--- config.mk ---
export PLATFORM = sky130hd
export DESIGN_NAME = cmp_reset_timer
export DESIGN_NICKNAME = d
export VERILOG_FILES = /design/src/rtl/cmp_reset_timer_pkg.sv /design/src/rtl/crt_compare.sv /design/src/rtl/crt_counter.sv /design/src/rtl/crt_flag.sv /design/src/rtl/cmp_reset_timer.sv
export SDC_FILE = /design/constraint.sdc
export NUM_CORES = 1
export LEC_CHECK = 0
export CAP_MARGIN = 20
export CORE_MARGIN = 4
export CORE_UTILIZATION = 45
export CTS_BUF_LIST = sky130_fd_sc_hd__clkbuf_8
export DETAILED_ROUTE_END_ITERATION = 7
export GPL_ROUTABILITY_DRIVEN = 0
export PLACE_DENSITY = 0.9
export RECOVER_POWER = 100
export SLEW_MARGIN = 20
export SYNTH_ARGS = -nofsm -noshare
export SYNTH_HDL_FRONTEND = slang
export SYNTH_SLANG_ARGS = --single-unit
--- constraint.sdc ---
create_clock -name clk -period 4.25 [get_ports clk]
set_clock_uncertainty 0.15 [all_clocks]
set_input_delay 1.0625 -clock clk [delete_from_list [all_inputs] [get_ports clk]]
set_output_delay 1.0625 -clock clk [all_outputs]
set_load 0.01 [all_outputs]
--- src/rtl/cmp_reset_timer_pkg.sv ---
package cmp_reset_timer_pkg;

  localparam int unsigned MODE_W = 4;
  localparam logic [MODE_W-1:0] MODE_SPECIAL_EVT = 4'b1011;

  typedef enum logic [1:0] {
    CMD_HOLD  = 2'd0,
    CMD_STEP  = 2'd1,
    CMD_CLEAR = 2'd2,
    CMD_LOAD  = 2'd3
  } cnt_cmd_e;

  // Priority of the counter update: bus load, then compare clear, then step.
  function automatic cnt_cmd_e pick_cmd(input logic wr, input logic hit,
                                        input logic tick);
    if (wr)        return CMD_LOAD;
    else if (hit)  return CMD_CLEAR;
    else if (tick) return CMD_STEP;
    else           return CMD_HOLD;
  endfunction

endpackage

--- src/rtl/crt_compare.sv ---
module crt_compare
  import cmp_reset_timer_pkg::*;
#(
  parameter int unsigned CNT_W = 16
) (
  input  logic              clk,
  input  logic              rst_n,
  input  logic              cmp_wr_en,
  input  logic [CNT_W-1:0]  cmp_wr_data,
  input  logic [MODE_W-1:0] cmp_mode,
  input  logic              async_sel,
  input  logic [CNT_W-1:0]  count,
  output logic [CNT_W-1:0]  cmp_q,
  output logic              hit
);

  function automatic logic special_match(input logic [MODE_W-1:0] mode,
                                         input logic asy,
                                         input logic [CNT_W-1:0] cnt,
                                         input logic [CNT_W-1:0] ref_v);
    return (mode == MODE_SPECIAL_EVT) && !asy && (cnt == ref_v);
  endfunction

  always_ff @(posedge clk) begin
    if (!rst_n)         cmp_q <= '0;
    else if (cmp_wr_en) cmp_q <= cmp_wr_data;
  end

  assign hit = special_match(cmp_mode, async_sel, count, cmp_q);

  // asynchronous source or other mode never yields a match
  p_no_hit_gated_r8: assert property (@(posedge clk) disable iff (!rst_n)
    (async_sel || cmp_mode != MODE_SPECIAL_EVT) |-> !hit);

  // compare write lands at the next edge
  p_cmp_write_r10: assert property (@(posedge clk) disable iff (!rst_n)
    cmp_wr_en |=> cmp_q == $past(cmp_wr_data));

endmodule

--- src/rtl/crt_counter.sv ---
module crt_counter
  import cmp_reset_timer_pkg::*;
#(
  parameter int unsigned CNT_W = 16
) (
  input  logic             clk,
  input  logic             rst_n,
  input  cnt_cmd_e         cmd,
  input  logic [CNT_W-1:0] wr_data,
  output logic [CNT_W-1:0] count,
  output logic             wrap
);

  localparam logic [CNT_W-1:0] ALL_ONES = '1;

  function automatic logic [CNT_W-1:0] next_count(input cnt_cmd_e c,
                                                  input logic [CNT_W-1:0] cur,
                                                  input logic [CNT_W-1:0] ld);
    case (c)
      CMD_LOAD:  return ld;
      CMD_CLEAR: return '0;
      CMD_STEP:  return cur + 1'b1;
      default:   return cur;
    endcase
  endfunction

  always_ff @(posedge clk) begin
    if (!rst_n) count <= '0;
    else        count <= next_count(cmd, count, wr_data);
  end

  assign wrap = (cmd == CMD_STEP) && (count == ALL_ONES);

  // a step adds one, a hold keeps the value
  p_step_r2: assert property (@(posedge clk) disable iff (!rst_n)
    cmd == CMD_STEP |=> count == $past(count) + 1'b1);
  p_hold_r2: assert property (@(posedge clk) disable iff (!rst_n)
    cmd == CMD_HOLD |=> $stable(count));

  // a wrap lands on zero
  p_wrap_zero_r3: assert property (@(posedge clk) disable iff (!rst_n)
    wrap |=> count == '0);

endmodule

--- src/rtl/crt_flag.sv ---
module crt_flag (
  input  logic clk,
  input  logic rst_n,
  input  logic set,
  input  logic clr,
  input  logic irq_en,
  output logic flag,
  output logic irq
);

  always_ff @(posedge clk) begin
    if (!rst_n)   flag <= 1'b0;
    else if (set) flag <= 1'b1;
    else if (clr) flag <= 1'b0;
  end

  assign irq = flag & irq_en;

  // flag is sticky without a clear
  p_flag_sticky_r9: assert property (@(posedge clk) disable iff (!rst_n)
    (flag && !clr) |=> flag);
  // set wins against clear
  p_set_wins_r9: assert property (@(posedge clk) disable iff (!rst_n)
    set |=> flag);
  // a flag can only rise on a wrap
  p_rise_needs_set_r3: assert property (@(posedge clk) disable iff (!rst_n)
    $rose(flag) |-> $past(set));

endmodule

--- src/rtl/cmp_reset_timer.sv ---
module cmp_reset_timer
  import cmp_reset_timer_pkg::*;
#(
  parameter int unsigned CNT_W = 16
) (
  input  logic              clk,
  input  logic              rst_n,
  input  logic              tick_en,
  input  logic              async_sel,
  input  logic              cnt_wr_en,
  input  logic [CNT_W-1:0]  cnt_wr_data,
  input  logic              cmp_wr_en,
  input  logic [CNT_W-1:0]  cmp_wr_data,
  input  logic [MODE_W-1:0] cmp_mode,
  input  logic              adc_en,
  input  logic              ovf_irq_en,
  input  logic              ovf_clr,
  output logic [CNT_W-1:0]  count,
  output logic [CNT_W-1:0]  cmp_value,
  output logic              ovf_flag,
  output logic              ovf_irq,
  output logic              conv_start
);

  // Named internal events
  logic     cmp_hit;
  logic     cnt_wrap;
  cnt_cmd_e cnt_cmd;
  logic     conv_q;

  crt_compare #(.CNT_W(CNT_W)) u_cmp (
    .clk         (clk),
    .rst_n       (rst_n),
    .cmp_wr_en   (cmp_wr_en),
    .cmp_wr_data (cmp_wr_data),
    .cmp_mode    (cmp_mode),
    .async_sel   (async_sel),
    .count       (count),
    .cmp_q       (cmp_value),
    .hit         (cmp_hit)
  );

  assign cnt_cmd = pick_cmd(cnt_wr_en, cmp_hit, tick_en);

  crt_counter #(.CNT_W(CNT_W)) u_cnt (
    .clk     (clk),
    .rst_n   (rst_n),
    .cmd     (cnt_cmd),
    .wr_data (cnt_wr_data),
    .count   (count),
    .wrap    (cnt_wrap)
  );

  crt_flag u_flag (
    .clk    (clk),
    .rst_n  (rst_n),
    .set    (cnt_wrap),
    .clr    (ovf_clr),
    .irq_en (ovf_irq_en),
    .flag   (ovf_flag),
    .irq    (ovf_irq)
  );

  always_ff @(posedge clk) begin
    if (!rst_n) conv_q <= 1'b0;
    else        conv_q <= cmp_hit & adc_en;
  end

  assign conv_start = conv_q;

  // match without write clears the count
  p_match_clears_r4: assert property (@(posedge clk) disable iff (!rst_n)
    (cmp_hit && !cnt_wr_en) |=> count == '0);
  // bus write wins
  p_write_wins_r6: assert property (@(posedge clk) disable iff (!rst_n)
    cnt_wr_en |=> count == $past(cnt_wr_data));
  // compare clear never produces a wrap
  p_no_overflow_r5: assert property (@(posedge clk) disable iff (!rst_n)
    cmp_hit |-> !cnt_wrap);
  // pulse follows a gated match, and only that
  p_conv_pulse_r7: assert property (@(posedge clk) disable iff (!rst_n)
    (cmp_hit && adc_en) |=> conv_start);
  p_conv_gated_r7: assert property (@(posedge clk) disable iff (!rst_n)
    !(cmp_hit && adc_en) |=> !conv_start);

endmodule

After elaboration in Yosys (flattened, before gate mapping)
Cells that the tools add are included.

Register bits: 34. Input port bits: 45. Output and inout port bits: 35. Word-level logic and storage cells: 25.

Add/sub/neg operators: 1. Eq/ne operators: 6. Mux-type cells: 6. Bitwise logic cells: 2. Reduce and logical (&&, ||, !) cells: 6.

Operators with widths (count): 16-bit case mux with 3 select lines (1); 16-bit by 1-bit adder with 16-bit output, second input constant (1); 16-bit == test (1); 16-bit == test, second input constant (1); 2-bit == test, second input constant (2); 4-bit == test, second input constant (1); 2-bit 2-to-1 mux (2); 1-bit logical AND (3); 1-bit 2-to-1 mux (3); 3-bit nonzero test (1); 1-bit bitwise AND (2); 2-bit by 1-bit == test with 1-bit output, second input constant (1); 2-bit nonzero test (1); 1-bit logical NOT (1).

Depth between registers and ports, before layout
Gate-level depths: netlist of run 1.

Depth in word-level cells: 8. Depth in mapped cells: 11. Gate-level depth less buffers: 9.

Modules after synthesis
A second synthesis of run 1 with hierarchy kept.

Cells, all modules: 226. Area total of the unflattened synthesis: 2006.9 µm².

Modules (own cells, without submodules): crt_counter (times used 1, cells an instance 142, area each 1119.8 µm²); crt_compare (times used 1, cells an instance 75, area each 793.3 µm²); crt_flag (times used 1, cells an instance 4, area each 48.8 µm²); cmp_reset_timer (times used 1, cells an instance 5, area each 45.0 µm²).

Worst setup path after synthesis of run 1
No wires, ideal clock.

Kind: input -> register. Start point: input port cmp_mode[2]. End point: register u_cnt.count[2]. Setup time: 76 ps. Arrival: 3108 ps. Required time: 4024 ps. Path slack: 916 ps. Cell stages on the path: 10. Cell sequence: nand4b_1 -> nor4_1 -> nor2b_1 -> a21oi_1 -> ha_1 -> and2_1 -> clkbuf_1 -> a32oi_1 -> or2_2 -> a21boi_0.

Longest elaborated chain between the ends: 7.

Ends and longest elaborated chain: start: declaration (line cmp_reset_timer.sv:14) `input logic [MODE_W-1:0] cmp_mode,`; 4-bit == test * (line crt_compare.sv:21) `return (mode == MODE_SPECIAL_EVT) && !asy && (cnt == ref_v);`; 1-bit logical AND * (2 in series) (line crt_compare.sv:21); 2-bit 2-to-1 mux * (line cmp_reset_timer_pkg.sv:17) `else if (hit) return CMD_CLEAR;`; 2-bit 2-to-1 mux * (line cmp_reset_timer_pkg.sv:16) `if (wr) return CMD_LOAD;`; 2-bit by 1-bit == test with 1-bit output / 2-bit == test (equally long branches) (line crt_counter.sv:19) `case (c)`; 16-bit case mux with 3 select lines / 3-bit nonzero test (equally long branches); end signal: assignment (line crt_counter.sv:29) `else count <= next_count(cmd, count, wr_data);`; end: declaration (line crt_counter.sv:10) `output logic [CNT_W-1:0] count,`.

Mark *: on every way between the ends. The rest lies on a longest branch, timed or not. A chain may end at the register's enable or synchronous reset.

Final worst setup path of run 1
Same ends and word-level chain as after synthesis.

==> results of run 1 <==
[layout make-up]
class	count	share of cell area, %
Tap cell	50	2.17
Sequential cell	34	23.6
Clock inverter	2	0.303
Timing Repair Buffer	82	28.0
Inverter	9	1.17
Clock buffer	6	2.86
Multi-Input combinational cell	176	41.9
[cell usage after synthesis, types with 2 or more instances]
master | instances | area, um^2
a21boi_0 | 4 | 30.0
a21oi_1 | 10 | 50.1
a22o_1 | 4 | 35.0
a31oi_1 | 2 | 12.5
and2_1 | 4 | 25.0
and3_1 | 2 | 12.5
buf_2 | 5 | 25.0
clkbuf_1 | 11 | 41.3
dfxtp_1 | 34 | 681
ha_1 | 3 | 37.5
inv_1 | 9 | 33.8
mux2i_1 | 18 | 180
nand2_1 | 15 | 56.3
nand3_1 | 12 | 60.1
nand4_1 | 6 | 37.5
nor2_1 | 10 | 37.5
nor2b_1 | 22 | 138
nor3_1 | 4 | 20.0
nor4_1 | 5 | 31.3
o211a_1 | 2 | 20.0
o21ai_0 | 6 | 30.0
o21bai_1 | 2 | 15.0
o221ai_1 | 2 | 17.5
o22ai_1 | 4 | 25.0
o32a_1 | 4 | 40.0
or2_2 | 2 | 12.5
or4_1 | 2 | 15.0
xnor2_1 | 14 | 123
xor2_1 | 2 | 17.5
[power by group through the flow]
stage	Combinational [W]	Clock, W	Sequential (W)
floorplan	0.0000951	0	0.000375
global placement	0.000188	0	0.000378
detailed placement	0.000193	0	0.000379
CTS	0.000194	0.000252	0.000372
global route	0.000203	0.000262	0.000376
finish	0.000186	0.000247	0.000372
[per-layer routing]
layer  global-route usage (%)  vias to the layer above  share of wire [%]
met5                        0                        -                  0
met4                     8.70                        0                2.3
met2                     35.5                      113                 49
met1                     27.6                      908                 40
li1                         -                      998                  -
met3                     7.43                       14                8.6
[sequential cells by signal, indices dropped and copies added, names as in the netlist]
signal	flops
u_cnt.count	16
conv_start	1
u_cmp.cmp_q	16
u_flag.flag	1
[worst max-delay path by stage]
stage,to,slack (ns),depth (start not counted),from
floorplan,u_cnt.count[2]$_SDFFE_PN0P_,0.92,10,cmp_mode[2]
detailed placement,u_cnt.count[2]$_SDFFE_PN0P_,0.26,10,cmp_mode[2]
CTS,u_cnt.count[2]$_SDFFE_PN0P_,0.55,10,cmp_mode[2]
finish,u_cnt.count[2]$_SDFFE_PN0P_,0.39,10,cmp_mode[2]
global placement,u_cnt.count[2]$_SDFFE_PN0P_,0.41,10,cmp_mode[2]
global route,u_cnt.count[2]$_SDFFE_PN0P_,0.18,10,cmp_mode[2]
[worst max-delay path: cells and delay by family]
kind	cells	cell delay, ns
AND/OR/NAND/NOR	5	1.48
buffers and inverters	1	0.54
AO/OA/AOI/OAI	3	0.42
adder cells (fa/ha/maj)	1	0.42
[cells by family (layout without fill, tap and decap cells)]
logic type,Yosys count,in the layout
xor+xnor,16,16
buf+inv,26,99
mux,18,18
compound gates,47,47
flops,34,34
simple gates,92,92
fa+ha+maj,3,3
[through the flow]
| stage | utilization [%] | hold WS, ns |
|---|---|---|
| 2_1_floorplan | - | 0.388 |
| 4_1_cts | 69.7 | 0.399 |
| 5_1_grt | 69.7 | 0.418 |
| 6_report | 69.7 | 0.403 |
| 3_5_place_dp | 67.5 | 0.389 |
| 3_3_place_gp | 67.5 | 0.379 |
==> impl_metrics.json, run 1 <==
{
  "hold-path-endpoint": "u_cmp.cmp_q[12]$_SDFFE_PN0P_",
  "placed_cells": 351,
  "r2r-start": "u_cnt.count[2]$_SDFFE_PN0P_",
  "grt_max_degree": 38,
  "seq_power_share_pct": 46.2,
  "synthMuxAreaShare_pct": 9.04,
  "final_common_cell": "clkdlybuf4s50_1",
  "crit_chain": "dlygate4sd3_1 -> nand4b_1 -> nor4_1 -> nor2b_1 -> a21oi_1 -> ha_1 -> and2_1 -> a32oi_1 -> or2_2 -> a21boi_0",
  "leakage_nw": 1.17,
  "worstSetupPathType": "input pin to register",
  "setup_tns_ns": 0,
  "grt_pass1_wl_mm": 9.32,
  "drtIter0Drc": 273,
  "final_cell_area_um2": 2890,
  "cp-start-kind": "input pin",
  "synthSimpleGateAreaFrac_pct": 25.9,
  "start_util_pct": 48.1,
  "cts_buffer_depth": 2,
  "num-fill-cells": 366,
  "mostFrequentLayoutCells": "clkdlybuf4s50_1 (42), dlygate4sd3_1 (37), dfxtp_1 (34), nor2b_1 (22), mux2i_1 (18)",
  "io_pins": 80,
  "slew_headroom_pct": 38.0,
  "cpMaxStageDelayCell": "dlygate4sd3_1",
  "worstHoldPathCells": 2,
  "dp_slack_ns": 0.264,
  "switching_share_pct": 28.3,
  "maxSlewViolCount": 0,
  "period_minus_slack_ns": 3.86,
  "synth-compound-area-share_pct": 16.8,
  "synth_fa_ha_area_share_pct": 1.88,
  "p_total_w": 0.000805,
  "rsz0062_at_grt": "false",
  "grt.total_usage_pct": 22.2,
  "cts_resized": 0,
  "p_int_w": 0.000577,
  "root_buffer": "clkbuf_8",
  "clk_pin_slew_ns": 0.07,
  "p_sw_w": 0.000228,
  "rows": 23,
  "drc": 0,
  "min_from": "u_cmp.cmp_q[12]$_SDFFE_PN0P_",
  "port-buffer-count": 79,
  "status": "finished, final reports clean",
  "rr_endpoint": "u_cnt.count[9]$_SDFFE_PN0P_",
  "postSynthNetCount": 284,
  "cts_tree": "yes",
  "hpwl_mm": 4.28,
  "yosysSeqAreaShare_pct": 34.1,
  "core_area_um2": 4140,
  "routed_wl_mm": 5.75,
  "ir_worst_vdd_mv": 0.218,
  "synth-main-ff-cell": "dfxtp_1",
  "grt_pass1_vias": 1980,
  "antenna_found_initial": 0,
  "htree_num_levels": 2,
  "vias_per_cell": 5.66,
  "arrival_ns": 3.93,
  "cts_hold_buf": 0,
  "area_delta_synth_final_pct": 44.8,
  "worst_pin_slew_ns": 0.927,
  "dieArea_um2": 5560,
  "fp.dieH_um": 74.6,
  "synth_area_um2": 1990,
  "grt_overflow_total": 0,
  "finalCritPeriodShare_pct": 90.8,
  "rrSetupSlack_ns": 1.24,
  "multi_input_area_um2": 1210,
  "ys_ff_latch": 34,
  "ys_types": 45,
  "diodes": 0,
  "insertion_delay_ns": 0.30,
  "hold_viol": 0,
  "rr_worst_depth": 8,
  "path_max_fanout": 10,
  "antenna_left": 0,
  "yosysWarningCount": 0,
  "synth_top_family_by_area": "simple AND/OR/NAND/NOR gates",
  "end_kind": "register",
  "synth_edf_count": 0,
  "setup_viol": 0,
  "maxCapViolCount": 0,
  "fin_ws_ns": 0.392,
  "wl_per_cell_um": 16.0,
  "critPathMaxStageDelay_ns": 0.54,
  "p_clk_share_pct": 30.7,
  "max_freq_mhz": 259,
  "seq_area_um2": 681,
  "power_density_nw_per_um2": 279,
  "cts_made_buffers": 5,
  "vias": 2033,
  "placed_cell_area_um2": 2800,
  "comb_power_share_pct": 23.1,
  "cts.sinks": 34,
  "netlist_instances": 236,
  "yosys.area_share.xor_xnor_pct": 7.03,
  "hold_class": "register to register",
  "die_x_um": 74.6,
  "layout-drive-gt1-share_pct": 4.53,
  "layout.cells.non_filler": 359,
  "cts_setup_buffers": 0,
  "first_pass_iters": 4,
  "syn_avg_cell_area_um2": 8.45,
  "synthArstFlopShare_pct": 0,
  "cp.required_ns": 4.32,
  "fin_nets": 356
}
Power figures use the tool's default switching activity.
==> inputs of run 2 (changes only) <==
--- a/config.mk
+++ b/config.mk
@@ -13,6 +13,7 @@
 export GPL_ROUTABILITY_DRIVEN = 0
 export PLACE_DENSITY = 0.9
 export RECOVER_POWER = 100
+export SKIP_CTS_REPAIR_TIMING = 1
 export SLEW_MARGIN = 20
 export SYNTH_ARGS = -nofsm -noshare
 export SYNTH_HDL_FRONTEND = slang
==> results of run 2 <==
No change in the layout: final DEF, timing and power equal those of run 1.
